File: config.mk
export PLATFORM = sky130hd
export DESIGN_NAME = folded_mem
export DESIGN_NICKNAME = d
export VERILOG_FILES = /design/src/rtl/folded_mem_pkg.sv /design/src/rtl/fm_predecoder.sv /design/src/rtl/fm_row_decoder.sv /design/src/rtl/fm_col_driver.sv /design/src/rtl/fm_col_mux.sv /design/src/rtl/fm_cell_array.sv /design/src/rtl/folded_mem.sv
export SDC_FILE = /design/constraint.sdc
export NUM_CORES = 2
export LEC_CHECK = 0
export BUFFER_PORTS_ARGS = -buffer_cell sky130_fd_sc_hd__buf_2
export CAP_MARGIN = 15
export CORE_MARGIN = 5
export CORE_UTILIZATION = 29
export DETAILED_ROUTE_END_ITERATION = 6
export SETUP_SLACK_MARGIN = 0.4
export SLEW_MARGIN = 30
export SYNTH_ARGS = -nofsm -noshare
export SYNTH_HDL_FRONTEND = slang
export SYNTH_HIERARCHICAL = 1
export SYNTH_SLANG_ARGS = --single-unit
export TNS_END_PERCENT = 10
File: constraint.sdc
create_clock -name clk -period 1.9 [get_ports clk]
set_input_delay 0.19 -clock clk [delete_from_list [all_inputs] [get_ports clk]]
set_output_delay 0.19 -clock clk [all_outputs]
set_load 0.01 [all_outputs]
File: src/rtl/folded_mem_pkg.sv
// Package of shared helpers for the folded memory.
// Assumes: called only with constant arguments at elaboration time.
package folded_mem_pkg;

    // Number of two-bit predecode groups that cover a row address.
    function automatic int unsigned pre_groups(int unsigned row_bits);
        return (row_bits + 1) / 2;
    endfunction

    // Physical column that holds bit bit_idx of the word with column select word_sel.
    function automatic int unsigned col_of(int unsigned bit_idx, int unsigned word_sel,
                                           int unsigned col_bits);
        return bit_idx * (1 << col_bits) + word_sel;
    endfunction

endpackage

File: src/rtl/fm_predecoder.sv
// Row-address predecoder. Each pair of row bits becomes four one-hot lines.
// When ROW_BITS is odd, the last group decodes a single bit onto its
// lines 0 and 1, and its lines 2 and 3 stay low.
// Assumes: ROW_BITS >= 1.
module fm_predecoder
    import folded_mem_pkg::*;
#(
    parameter int ROW_BITS = 6,
    localparam int NGRP    = pre_groups(ROW_BITS)
) (
    input  logic [ROW_BITS-1:0] row_addr,
    output logic [NGRP*4-1:0]   pre_lines
);

    for (genvar g = 0; g < NGRP; g++) begin : g_grp
        if (2 * g + 1 < ROW_BITS) begin : g_pair
            // Expand two row bits into four one-hot lines.
            always_comb begin
                for (int i = 0; i < 4; i++) begin
                    pre_lines[g*4 + i] = (row_addr[2*g +: 2] == 2'(i));
                end
            end
        end else begin : g_single
            // Expand the lone top bit into two lines.
            always_comb begin
                pre_lines[g*4 + 0] = ~row_addr[2*g];
                pre_lines[g*4 + 1] = row_addr[2*g];
                pre_lines[g*4 + 2] = 1'b0;
                pre_lines[g*4 + 3] = 1'b0;
            end
        end
    end

endmodule

File: src/rtl/fm_row_decoder.sv
// Final row decoder. Word line r is the AND of one predecoded line per
// group. Within group g it uses the line numbered by bits [2g+1:2g] of r.
// Assumes: pre_lines is one-hot within every group.
module fm_row_decoder
    import folded_mem_pkg::*;
#(
    parameter int ROW_BITS = 6,
    localparam int NGRP    = pre_groups(ROW_BITS),
    localparam int ROWS    = 1 << ROW_BITS
) (
    input  logic [NGRP*4-1:0] pre_lines,
    output logic [ROWS-1:0]   wordline
);

    for (genvar r = 0; r < ROWS; r++) begin : g_row
        // AND one line taken from each predecode group.
        always_comb begin
            logic acc;
            acc = 1'b1;
            for (int g = 0; g < NGRP; g++) begin
                acc = acc & pre_lines[g*4 + ((r >> (2*g)) & 3)];
            end
            wordline[r] = acc;
        end
    end

endmodule

File: src/rtl/fm_col_driver.sv
// Column write driver. It enables only the columns of the selected word and
// fans each data bit out to its interleaved columns.
// Assumes: COL_BITS >= 1.
module fm_col_driver
    import folded_mem_pkg::*;
#(
    parameter int DATA_W   = 8,
    parameter int COL_BITS = 2,
    localparam int NSEL    = 1 << COL_BITS,
    localparam int COLS    = DATA_W * NSEL
) (
    input  logic                we,
    input  logic [COL_BITS-1:0] col_sel,
    input  logic [DATA_W-1:0]   wr_data,
    output logic [COLS-1:0]     col_wen,
    output logic [COLS-1:0]     col_wdata
);

    for (genvar j = 0; j < DATA_W; j++) begin : g_bit
        for (genvar w = 0; w < NSEL; w++) begin : g_sel
            localparam int C = col_of(j, w, COL_BITS);
            // Enable this column only for the selected word, and give it data bit j.
            always_comb begin
                col_wen[C]   = we && (col_sel == COL_BITS'(w));
                col_wdata[C] = wr_data[j];
            end
        end
    end

endmodule

File: src/rtl/fm_col_mux.sv
// Column read multiplexer. It uses one 2^COL_BITS:1 mux per output bit,
// each choosing among that bit's adjacent interleaved columns.
// Assumes: the row vector uses the interleave of col_of().
module fm_col_mux #(
    parameter int DATA_W   = 8,
    parameter int COL_BITS = 2,
    localparam int NSEL    = 1 << COL_BITS,
    localparam int COLS    = DATA_W * NSEL
) (
    input  logic [COLS-1:0]     row_bits,
    input  logic [COL_BITS-1:0] col_sel,
    output logic [DATA_W-1:0]   word
);

    for (genvar j = 0; j < DATA_W; j++) begin : g_bit
        logic [NSEL-1:0] grp;
        // Choose bit j of the selected word from its column group.
        always_comb begin
            grp     = row_bits[j*NSEL +: NSEL];
            word[j] = grp[col_sel];
        end
    end

endmodule

File: src/rtl/fm_cell_array.sv
// Storage array of ROWS x COLS bits with a registered row read.
// A write updates the cells where the word line and the column enable are
// both set. A read registers the whole selected row. Reset clears only the
// read register and blocks writes on that edge.
// Assumes: wordline is one-hot.
module fm_cell_array #(
    parameter int ROWS = 64,
    parameter int COLS = 32
) (
    input  logic            clk,
    input  logic            rst_n,
    input  logic [ROWS-1:0] wordline,
    input  logic [COLS-1:0] col_wen,
    input  logic [COLS-1:0] col_wdata,
    input  logic            rd_en,
    output logic [COLS-1:0] rd_row_q
);

    logic [COLS-1:0] cells [ROWS];
    logic [COLS-1:0] row_sense;

    // Write enabled columns of the active row; reset suppresses writes.
    always_ff @(posedge clk) begin
        if (rst_n) begin
            for (int r = 0; r < ROWS; r++) begin
                for (int c = 0; c < COLS; c++) begin
                    if (wordline[r] && col_wen[c]) begin
                        cells[r][c] <= col_wdata[c];
                    end
                end
            end
        end
    end

    // Gate each row with its word line and OR the rows onto the shared bit vector.
    always_comb begin
        row_sense = '0;
        for (int r = 0; r < ROWS; r++) begin
            row_sense = row_sense | (cells[r] & {COLS{wordline[r]}});
        end
    end

    // Capture the selected row on reads; hold it on writes.
    always_ff @(posedge clk) begin
        if (!rst_n) begin
            rd_row_q <= '0;
        end else if (rd_en) begin
            rd_row_q <= row_sense;
        end
    end

endmodule

File: src/rtl/folded_mem.sv
// Top level of the folded single-port memory.
// It splits the address into {row, column select}, predecodes the row,
// drives column write enables, and muxes the registered row down to a word.
// Assumes: 1 <= COL_BITS < ADDR_W. One operation per clock, chosen by we.
module folded_mem
    import folded_mem_pkg::*;
#(
    parameter int ADDR_W   = 8,
    parameter int DATA_W   = 8,
    parameter int COL_BITS = 2
) (
    input  logic              clk,
    input  logic              rst_n,
    input  logic [ADDR_W-1:0] addr,
    input  logic              we,
    input  logic [DATA_W-1:0] wr_data,
    output logic [DATA_W-1:0] rd_data
);

    localparam int ROW_BITS = ADDR_W - COL_BITS;
    localparam int ROWS     = 1 << ROW_BITS;
    localparam int NSEL     = 1 << COL_BITS;
    localparam int COLS     = DATA_W * NSEL;
    localparam int NGRP     = pre_groups(ROW_BITS);

    logic [ROW_BITS-1:0] row_addr;
    logic [COL_BITS-1:0] col_sel;
    logic [COL_BITS-1:0] col_sel_q;
    logic [NGRP*4-1:0]   pre_lines;
    logic [ROWS-1:0]     wordline;
    logic [COLS-1:0]     col_wen;
    logic [COLS-1:0]     col_wdata;
    logic [COLS-1:0]     rd_row_q;

    // Split the address into row and column-select fields.
    always_comb begin
        row_addr = addr[ADDR_W-1:COL_BITS];
        col_sel  = addr[COL_BITS-1:0];
    end

    fm_predecoder #(.ROW_BITS(ROW_BITS)) u_pre (
        .row_addr  (row_addr),
        .pre_lines (pre_lines)
    );

    fm_row_decoder #(.ROW_BITS(ROW_BITS)) u_rowdec (
        .pre_lines (pre_lines),
        .wordline  (wordline)
    );

    fm_col_driver #(.DATA_W(DATA_W), .COL_BITS(COL_BITS)) u_coldrv (
        .we        (we),
        .col_sel   (col_sel),
        .wr_data   (wr_data),
        .col_wen   (col_wen),
        .col_wdata (col_wdata)
    );

    fm_cell_array #(.ROWS(ROWS), .COLS(COLS)) u_array (
        .clk       (clk),
        .rst_n     (rst_n),
        .wordline  (wordline),
        .col_wen   (col_wen),
        .col_wdata (col_wdata),
        .rd_en     (~we),
        .rd_row_q  (rd_row_q)
    );

    // Keep the column select of the last read beside the registered row.
    always_ff @(posedge clk) begin
        if (!rst_n) begin
            col_sel_q <= '0;
        end else if (!we) begin
            col_sel_q <= col_sel;
        end
    end

    fm_col_mux #(.DATA_W(DATA_W), .COL_BITS(COL_BITS)) u_colmux (
        .row_bits (rd_row_q),
        .col_sel  (col_sel_q),
        .word     (rd_data)
    );

endmodule

==> flow_metrics.tcl <==
set metrics [dict create \
    status "finished with violations" \
    violations "negative setup slack" \
    switching_share_pct 22.2 \
    power_switching_uw 21400 \
    die_y_um 570 \
    synth_edf_count 2048 \
    num_rows 205 \
    syn_area_sq_um 90900 \
    grt_max_degree 119 \
    avgSynthCellArea_sq_um 13.7 \
    slew_headroom_pct 60.3 \
    ctsHtreeMaxLevel 4 \
    cts-root-buf "clkbuf_16" \
    endpoint_kind "output port" \
    initial_utilization_pct 29.1 \
    dp_hpwl_um 195000 \
    clkSlewWorstSetupHoldPaths_ns 0.06 \
    syn2layout_area_growth_pct 22.4 \
    vias 63488 \
    io_pins 27 \
    drtIter0Drc 9170 \
    clock_sinks 2082 \
    seq_area_frac_synth_pct 68.4 \
    finalNonFillerCells 11142 \
    die_w_um 570 \
    fin_nets 6829 \
    syn_nets 6666 \
    grt_pass1_wl_um 441000 \
    fin_worst_skew_ns 0.0449 \
    yosysMostFrequentCell "and3_1" \
    synth_top_cell_by_area "edfxtp_1" \
    setup_viol 8 \
    synth_cell_types 31 \
    track_usage_pct 18.1 \
    synth.top_cells.by_count "and3_1 (2111), edfxtp_1 (2048), clkbuf_1 (712)" \
    ir_drop_mv 1.08 \
    dp_cells 10708 \
    tightestPinTransition_ns 0.595 \
    fin_util_pct 35.7 \
    clock_power_share_pct 42.6 \
    final_hold_viol_count 0 \
    netlist_top_cells_area "edfxtp_1 (68%), and3_1 (15%), a22oi_1 (3.7%)" \
    powerDensity_nw_per_um2 865 \
    first_global_vias 60713 \
    fin_crit_sh_pct 132 \
    critPathMaxFanout 4 \
    p_int_uw 74900 \
    cp.required_ns 1.71 \
    fmax_ghz 0.400 \
    period_needed_ns 2.50 \
    grt_remaining_overflow 0 \
    combPwrFrac_pct 4.9 \
    place_congestion 0.859 \
    synth_cells 6647 \
    slew_violations 0 \
    fin_ws_ns -0.602 \
    min_path_type "in -> reg" \
    cap_violations 0 \
    p_leak_uw 0.0440 \
    power_frac_seq_pct 52.5 \
    startpoint "col_sel_q[0]" \
    cts_buffer_depth 3 \
    ant_nets 0 \
    crit_type "reg -> out" \
    synth.top_cell.area_share_pct 67.6 \
    dieArea_sq_um 325000 \
    antenna_found_initial 18 \
    clk_latency_ns 0.87 \
    drive_gt1_share_pct 24.0 \
    postSynth.asyncResetShare_pct 0 \
    coreArea_sq_um 312000 \
    start_kind "register" \
    wl_per_cell_um 27.6 \
    r2r_start "u_array/cells[0][1011]" \
    post-route-drc-count 0 \
    yosys_warnings 6 \
    crit_arrival_ns 2.31 \
    portBuffers 26 \
    totalWireLength_um 308000 \
    tritoncts "yes" \
    first_pass_iters 6 \
    synth_ff_type "edfxtp_1" \
    hold_start "addr[5]" \
    rsz0062_at_grt "true" \
    cts_buffers 213 \
    viasPerCell 5.70 \
    synth_seq_cells 2082 \
]
==> cell type report <==
cell class | count | area (sq um)
Fill cell | 29474 | 201000
Sequential cell | 2082 | 62200
Multi-Input combinational cell | 3517 | 26100
Timing Repair Buffer | 995 | 11100
Clock buffer | 300 | 5950
Tap cell | 4140 | 5180
Clock inverter | 103 | 838
Antenna cell | 4 | 10.0
Inverter | 1 | 3.75
==> registers in the layout, indices dropped and copies added (netlist names) <==
| register | flops |
|---|---|
| u_array/rd_row_q | 32 |
| col_sel_q | 2 |
| u_array/cells | 2048 |
==> kinds of logic (layout without fill, tap and decap cells) <==
family | count (synthesis) | count (layout) | synth area share [%]
muxes | 10 | 10 | 0.220
DFF | 2082 | 2082 | 68.4
and+or+nand+nor | 2450 | 2451 | 16.6
other | 0 | 4 | 0
AOI/OAI and AO/OA | 1056 | 1056 | 9.51
buffers and inverters | 1049 | 1399 | 5.26
==> stage by stage <==
stage                     setup TNS (ns)  worst slack, ns  hold slack [ns]  power, uW  cell area [sq um]
after detailed placement         -235.40            -1.07            0.512      55900             103000
after global routing               -4.88           -0.658           0.0483      98900             111000
after CTS                          -5.01           -0.683           0.0560      96600             111000
after floorplan                    -1.99          -0.0335            0.318      53500              92100
final                              -4.48           -0.602           0.0480      96300             111000
after global placement           -245.83            -1.11            0.502      55900             103000
==> worst max-delay path, cell delays in order, from the launching register on <==
cell and delay [ns]:
dfxtp_4 0.40, buf_12 0.20, mux4_2 0.67, buf_6 0.18
==> placed cells by master, fill, tap and decap left out, types with 4 or more instances in the layout <==
master / netlist / final
a221oi_1: 230 / 85
a22oi_2: 0 / 8
dfxtp_1: 34 / 33
clkbuf_1: 712 / 59
inv_6: 0 / 6
mux4_2: 8 / 8
nand2_1: 32 / 32
a22oi_1: 448 / 440
a221oi_2: 26 / 167
and2b_4: 0 / 6
o21ai_0: 32 / 32
clkinv_1: 0 / 43
diode_2: 0 / 4
nand3_1: 96 / 93
clkinv_2: 0 / 33
clkbuf_16: 0 / 215
nor4_2: 0 / 23
and3_4: 0 / 126
dlygate4sd3_1: 0 / 14
a221oi_4: 0 / 4
buf_4: 126 / 666
nor4_4: 0 / 8
bufinv_16: 0 / 8
a21oi_1: 32 / 17
nand4_1: 128 / 128
clkbuf_8: 0 / 27
nor3_1: 32 / 13
buf_6: 33 / 34
buf_12: 0 / 273
nor3_2: 0 / 19
a22o_1: 256 / 256
and3_1: 2111 / 1985
a21oi_2: 0 / 15
edfxtp_1: 2048 / 2048
a222oi_1: 32 / 32
==> metal layers <==
layer | routed length (um) | part of all wire, % | track usage, %
met5 | 28 | 0.0091 | 0
met4 | 11700 | 3.8 | 6.48
met3 | 28900 | 9.4 | 2.81
met2 | 142000 | 46 | 28.7
met1 | 126000 | 41 | 25.3
==> power by group through the flow <==
stage	clock network, uW	registers, uW	logic, uW
5_1_grt	43400	50500	4930
3_5_place_dp	0	51500	4380
6_report	41000	50600	4730
3_3_place_gp	0	51500	4330
2_1_floorplan	0	51500	2030
4_1_cts	41500	50600	4570
==> worst paths after layout <==
| check | cells past startpoint | endpoint | slack, ns |
|---|---|---|---|
| worst max-delay path | 3 | rd_data[6] | -0.60 |
| worst min-delay path | 4 | u_array/cells[1][13] | 0.05 |
| worst max register to register | 7 | u_array/rd_row_q[19] | 0.05 |
| worst min register to register | 2 | u_array/rd_row_q[5] | 0.53 |
==> repair_timing <==
action,CTS,global route
hold endpoints to repair,1712,0
hold buffers,14,0
gates resized for setup,173,85
pin swaps,107,150
setup endpoints to repair,40,189
cloned,0,2
setup buffers,0,11
No activity file was read; power rests on OpenSTA's default activity.
